$ cat src/rtl/evcnt_pkg.sv
package evcnt_pkg;
  localparam int unsigned EVCNT_W_DEF    = 32;
  localparam int unsigned EVCNT_SYNC_DEF = 2;
  // idle level of the pin: a falling edge leaves this level
  localparam logic        PIN_IDLE       = 1'b1;
endpackage

$ cat src/rtl/evcnt_sync.sv
module evcnt_sync
  import evcnt_pkg::*;
#(
  parameter int unsigned STAGES = EVCNT_SYNC_DEF
) (
  input  logic clk_i,
  input  logic rst_ni,
  input  logic d_i,
  output logic q_o
);
  logic [STAGES-1:0] chain_q;

  always_ff @(posedge clk_i or negedge rst_ni) begin
    if (!rst_ni) chain_q[0] <= PIN_IDLE;
    else         chain_q[0] <= d_i;
  end

  for (genvar i = 1; i < STAGES; i++) begin : g_stage
    always_ff @(posedge clk_i or negedge rst_ni) begin
      if (!rst_ni) chain_q[i] <= PIN_IDLE;
      else         chain_q[i] <= chain_q[i-1];
    end
  end

  assign q_o = chain_q[STAGES-1];
endmodule

$ cat src/rtl/evcnt_edge.sv
module evcnt_edge
  import evcnt_pkg::*;
(
  input  logic clk_i,
  input  logic rst_ni,
  input  logic sync_i,
  input  logic avail_i,
  output logic fall_o,
  output logic claim_o
);
  logic prev_q;
  logic avail_q;

  always_ff @(posedge clk_i or negedge rst_ni) begin
    if (!rst_ni) begin
      prev_q  <= PIN_IDLE;
      avail_q <= 1'b0;
    end else begin
      prev_q  <= sync_i;
      avail_q <= avail_i;
    end
  end

  // edge qualified by availability in this and the previous cycle
  assign fall_o  = prev_q & ~sync_i & avail_i & avail_q;
  assign claim_o = avail_q;

  // two edges need a low level in between
  fall_single_chk: assert property (@(posedge clk_i) disable iff (!rst_ni)
    fall_o |=> !fall_o);


  fall_avail_chk: assert property (@(posedge clk_i) disable iff (!rst_ni)
    fall_o |-> $past(avail_i));
endmodule

$ cat src/rtl/evcnt_core.sv
module evcnt_core
  import evcnt_pkg::*;
#(
  parameter int unsigned CNT_W = EVCNT_W_DEF
) (
  input  logic             clk_i,
  input  logic             rst_ni,
  input  logic             inc_i,
  input  logic             clr_i,
  output logic [CNT_W-1:0] cnt_o
);
  localparam logic [CNT_W-1:0] CntOne  = CNT_W'(1);
  localparam logic [CNT_W-1:0] CntZero = '0;

  logic [CNT_W-1:0] cnt_q;

  always_ff @(posedge clk_i or negedge rst_ni) begin
    if (!rst_ni)     cnt_q <= CntZero;
    else if (clr_i)  cnt_q <= inc_i ? CntOne : CntZero;
    else if (inc_i)  cnt_q <= cnt_q + CntOne;
  end

  assign cnt_o = cnt_q;


  step_chk: assert property (@(posedge clk_i) disable iff (!rst_ni)
    !clr_i |=> (cnt_q == $past(cnt_q) || cnt_q == $past(cnt_q) + CntOne));


  clr_chk: assert property (@(posedge clk_i) disable iff (!rst_ni)
    clr_i |=> (cnt_q == CntZero || cnt_q == CntOne));


  hold_chk: assert property (@(posedge clk_i) disable iff (!rst_ni)
    (!inc_i && !clr_i) |=> $stable(cnt_q));
endmodule

$ cat src/rtl/evcnt_rdport.sv
module evcnt_rdport #(
  parameter int unsigned CNT_W = 32
) (
  input  logic             clk_i,
  input  logic             rst_ni,
  input  logic             rd_i,
  input  logic [CNT_W-1:0] cnt_i,
  output logic [CNT_W-1:0] rd_data_o,
  output logic             rd_valid_o
);
  always_ff @(posedge clk_i or negedge rst_ni) begin
    if (!rst_ni) begin
      rd_data_o  <= '0;
      rd_valid_o <= 1'b0;
    end else begin
      rd_valid_o <= rd_i;
      if (rd_i) rd_data_o <= cnt_i;
    end
  end


  rd_data_chk: assert property (@(posedge clk_i) disable iff (!rst_ni)
    rd_i |=> (rd_valid_o && rd_data_o == $past(cnt_i)));


  rd_idle_chk: assert property (@(posedge clk_i) disable iff (!rst_ni)
    !rd_i |=> !rd_valid_o);
endmodule

$ cat src/rtl/fall_event_counter.sv
module fall_event_counter
  import evcnt_pkg::*;
#(
  parameter int unsigned CNT_W       = EVCNT_W_DEF,
  parameter int unsigned SYNC_STAGES = EVCNT_SYNC_DEF
) (
  input  logic             clk_i,
  input  logic             rst_ni,
  input  logic             pin_i,
  input  logic             avail_i,
  input  logic             rd_i,
  input  logic             clr_i,
  output logic [CNT_W-1:0] rd_data_o,
  output logic             rd_valid_o,
  output logic             pin_claim_o
);
  logic             pin_sync;
  logic             fall;
  logic [CNT_W-1:0] cnt;

  evcnt_sync #(.STAGES(SYNC_STAGES)) u_sync (
    .clk_i (clk_i),
    .rst_ni(rst_ni),
    .d_i   (pin_i),
    .q_o   (pin_sync)
  );

  evcnt_edge u_edge (
    .clk_i  (clk_i),
    .rst_ni (rst_ni),
    .sync_i (pin_sync),
    .avail_i(avail_i),
    .fall_o (fall),
    .claim_o(pin_claim_o)
  );

  evcnt_core #(.CNT_W(CNT_W)) u_core (
    .clk_i (clk_i),
    .rst_ni(rst_ni),
    .inc_i (fall),
    .clr_i (clr_i),
    .cnt_o (cnt)
  );

  evcnt_rdport #(.CNT_W(CNT_W)) u_rd (
    .clk_i     (clk_i),
    .rst_ni    (rst_ni),
    .rd_i      (rd_i),
    .cnt_i     (cnt),
    .rd_data_o (rd_data_o),
    .rd_valid_o(rd_valid_o)
  );


  claim_chk: assert property (@(posedge clk_i) disable iff (!rst_ni)
    1'b1 |=> (pin_claim_o == $past(avail_i)));
endmodule

$ cat config.mk
export PLATFORM = sky130hd
export DESIGN_NAME = fall_event_counter
export DESIGN_NICKNAME = d
export VERILOG_FILES = /design/src/rtl/evcnt_pkg.sv /design/src/rtl/evcnt_sync.sv /design/src/rtl/evcnt_edge.sv /design/src/rtl/evcnt_core.sv /design/src/rtl/evcnt_rdport.sv /design/src/rtl/fall_event_counter.sv
export SDC_FILE = /design/constraint.sdc
export NUM_CORES = 1
export LEC_CHECK = 0
export ABC_CLOCK_PERIOD_IN_PS = 6400
export BUFFER_PORTS_ARGS = -buffer_cell sky130_fd_sc_hd__buf_2
export CORE_MARGIN = 2
export CORE_UTILIZATION = 55
export CTS_CLUSTER_SIZE = 24
export DETAILED_ROUTE_END_ITERATION = 12
export GPL_TIMING_DRIVEN = 0
export PLACE_DENSITY = 0.74
export SETUP_SLACK_MARGIN = 0.05
export SLEW_MARGIN = 20
export SYNTH_ARGS = -nofsm -noshare
export SYNTH_HDL_FRONTEND = slang
export SYNTH_HIERARCHICAL = 1
export SYNTH_SLANG_ARGS = --single-unit
$ cat constraint.sdc
create_clock -name clk_i -period 6.4 [get_ports clk_i]
set_input_delay 0.64 -clock clk_i [delete_from_list [all_inputs] [get_ports clk_i]]
set_output_delay 0.64 -clock clk_i [all_outputs]
set_load 0.02 [all_outputs]
==> metrics.yaml <==
setup_path:
  crit_arrival_ns: 2.68
  slowest_stage: "dfstp_2"
  path_cells: "and4b_1, buf_12, o211a_1, nand2_1, clkbuf_1, nor4b_1, mux2_2"
  start_kind: "flop"
  worstPathRequired_ns: 6.61
  path_class: "flop to flop"
  crit_fanout: 10
  cpPeakStageDelay_ns: 0.51
  crit_path_end_kind: "flop"
  reg2reg_depth: 7
final_layout:
  nets: 311
  regArea_um2: 1730
  final_util_pct: 66.0
  drive_above_1_share_pct: 34.3
  syn2layout_area_growth_pct: 14.5
  insertedDiodeCount: 0
  fillCellCount: 426
  multi_input_area_um2: 1340
  postLayoutCellArea_um2: 3680
route:
  dr.pass1.iters: 4
  drt_iter0_markers: 146
  vias: 2177
  drcViolationCount: 0
  wl_per_cell_um: 15.4
  routed_via_density: 5.71
  postRouteAntennaNets: 0
  wirelength_um: 5870
floorplanning:
  rows: 27
  core-area_um2: 5570
  die_w_um: 80.4
  start_util_pct: 57.7
  die-height_um: 80.4
  die-area_um2: 6470
  num_io_pins: 40
clocking:
  cts_buffer_depth: 2
  hold_buffers: 0
  cts_root_buf: "clkbuf_8"
  cts_buffers: 9
  htreeDepth: 3
  cts_tree: "built"
  clkTransAtPathRegs_ns: 0.07
  post_cts_buffers: 0
  ctsResizeCount: 0
  clock_latency_ns: 0.32
  clock-sinks: 69
yosys:
  syn_area_um2: 3210
  synth_cells: 254
  synth_top_flop_cell: "dfrtp_1"
  ys_types: 41
  synth-seq-cells: 69
  synthArstFlopShare_pct: 100
  synth_edf_count: 0
  ys_seq_area_share_pct: 53.8
  synth_area_per_cell_um2: 12.7
  syn_nets: 261
  yosysWarnings: 6
sta:
  tightest_slew_ns: 0.503
  hold_violations: 0
  rsz0062_at_grt: "no"
  max-slew-margin-rel_pct: 66.4
  slew_viol_final: 0
  finalCriticalPeriod_ns: 2.47
  tns_ns: 0
  max_freq_ghz: 0.405
  finalCritPeriodShare_pct: 38.6
  clock_skew_ns: 0.00710
  setup_viol: 0
grt:
  grt_max_degree: 44
  grt.total_usage_pct: 20.1
  grt_pass1_vias: 2089
  grt_pass1_wl_um: 9960
  grt_overflow_total: 0
  antenna_found_initial: 0
run:
  drv_cap: 0
pwr:
  ir_drop_uv: 172
  p_leak_nw: 1.75
  power.density_nw_per_um2: 210
hold_path:
  hp-class: "input pin to async pin"
placement:
  gp_congestion: 0.782
  dp_hpwl_um: 4110
  dpl_cell_area_um2: 3520
  port_buffers: 38
status:
  status: "finished, final reports clean"
[final timing paths]
path,start,end,slack (ns)
worst max-delay path,u_edge/prev_q$_DFF_PN1_,u_core/cnt_o[31]$_DFFE_PN0P_,3.93
worst min-delay path,rst_ni,u_rd/rd_data_o[22]$_DFFE_PN0P_,0.22
worst max register to register,u_edge/prev_q$_DFF_PN1_,u_core/cnt_o[31]$_DFFE_PN0P_,3.93
worst min register to register,u_sync/chain_q[0]$_DFF_PN1_,u_sync/q_o$_DFF_PN1_,0.36
max in group asynchronous,rst_ni,u_sync/q_o$_DFF_PN1_,5.58
min in group clk_i,u_sync/chain_q[0]$_DFF_PN1_,u_sync/q_o$_DFF_PN1_,0.36
[cells by family after synthesis]
group / Yosys count / synth area share [%]
xor gates and xnor gates: 12 / 3.27
adders and majority gates: 1 / 0.389
DFF: 69 / 53.8
AOI/OAI and AO/OA: 38 / 7.08
muxes: 34 / 15.4
buffers and inverters: 17 / 4.63
and+or+nand+nor: 83 / 15.4
[per-stage QoR]
stage | hold WS, ns | instances | total power [W] | setup WS [ns]
after floorplan | 0.344 | 254 | 0.000469 | 4.08
after global placement | 0.349 | 364 | 0.000484 | 3.76
after detailed placement | 0.353 | 365 | 0.000486 | 3.74
after CTS | 0.220 | 381 | 0.000785 | 3.94
after global routing | 0.225 | 381 | 0.000807 | 3.82
final | 0.220 | 381 | 0.000773 | 3.93
[power by group]
group	internal [W]	switching, W
registers	0.000439	0.00000125
logic	0.0000140	0.0000220
clock network	0.000150	0.000147
total	0.000603	0.000170
[per-layer routing]
| metal | GRT usage, % | part of all wire [%] | vias up |
|---|---|---|---|
| li1 | - | - | 1035 |
| met1 | 28.3 | 47 | 1080 |
| met2 | 30.8 | 47 | 57 |
| met3 | 3.48 | 4.3 | 5 |
| met4 | 8.81 | 1.0 | 0 |
| met5 | 0 | 0 | - |
[area by class of cell]
cell class | instances | share of cell area (%)
tap | 72 | 2.45
clock inverter | 3 | 0.408
buffer | 15 | 3.84
multi-input combinational | 168 | 36.3
timing repair buffer | 39 | 5.78
sequential | 69 | 47.0
inverter | 2 | 0.204
clock buffer | 13 | 4.04
[sequential cells by signal (all words and copies together) (netlist names)]
signal           cells
u_edge/claim_o       1
u_rd/rd_valid_o      1
u_edge/prev_q        1
u_sync/q_o           1
u_rd/rd_data_o      32
u_sync/chain_q       1
u_core/cnt_o        32
[synthesized netlist by cell type (all sizes together), types with 2 or more instances]
cell type  instances  area share [%]
inv                2            0.23
xor2               7             1.9
dfstp              3             2.5
dfrtp             66              51
mux2              33              15
nor2              15             1.8
a21oi             18             2.8
nand3              9             1.4
nor4               2            0.39
o21ai              9             1.4
nand2              9             1.1
or3               11             2.3
or4               10             2.5
and4               5             1.4
buf                6             3.0
o31ai              9             2.1
clkbuf             9             1.4
xnor2              5             1.4
nand4             12             2.5
and3               3            0.62
[cell usage in the layout, fill, tap and decap left out, drive strengths merged, types with 3 or more instances in the layout]
cell	netlist	layout
nor2	15	15
xor2	7	7
or3	11	11
or4	10	10
nand3	9	9
a21oi	18	18
dfrtp	66	66
xnor2	5	5
buf	6	45
o21ai	9	9
dfstp	3	3
and4	5	5
clkinv	0	3
nand2	9	9
mux2	33	33
clkbuf	9	22
o31ai	9	9
and3	3	3
nand4	12	12
[worst max-delay path, delay by kind of cell (launching register included)]
| family | cells | cell delay (ns) |
|---|---|---|
| AO/OA/AOI/OAI | 1 | 0.26 |
| flip-flops | 1 | 0.51 |
| AND/OR/NAND/NOR | 3 | 0.82 |
| multiplexers | 1 | 0.38 |
| buffers and inverters | 2 | 0.38 |
Power figures use the tool's default switching activity.
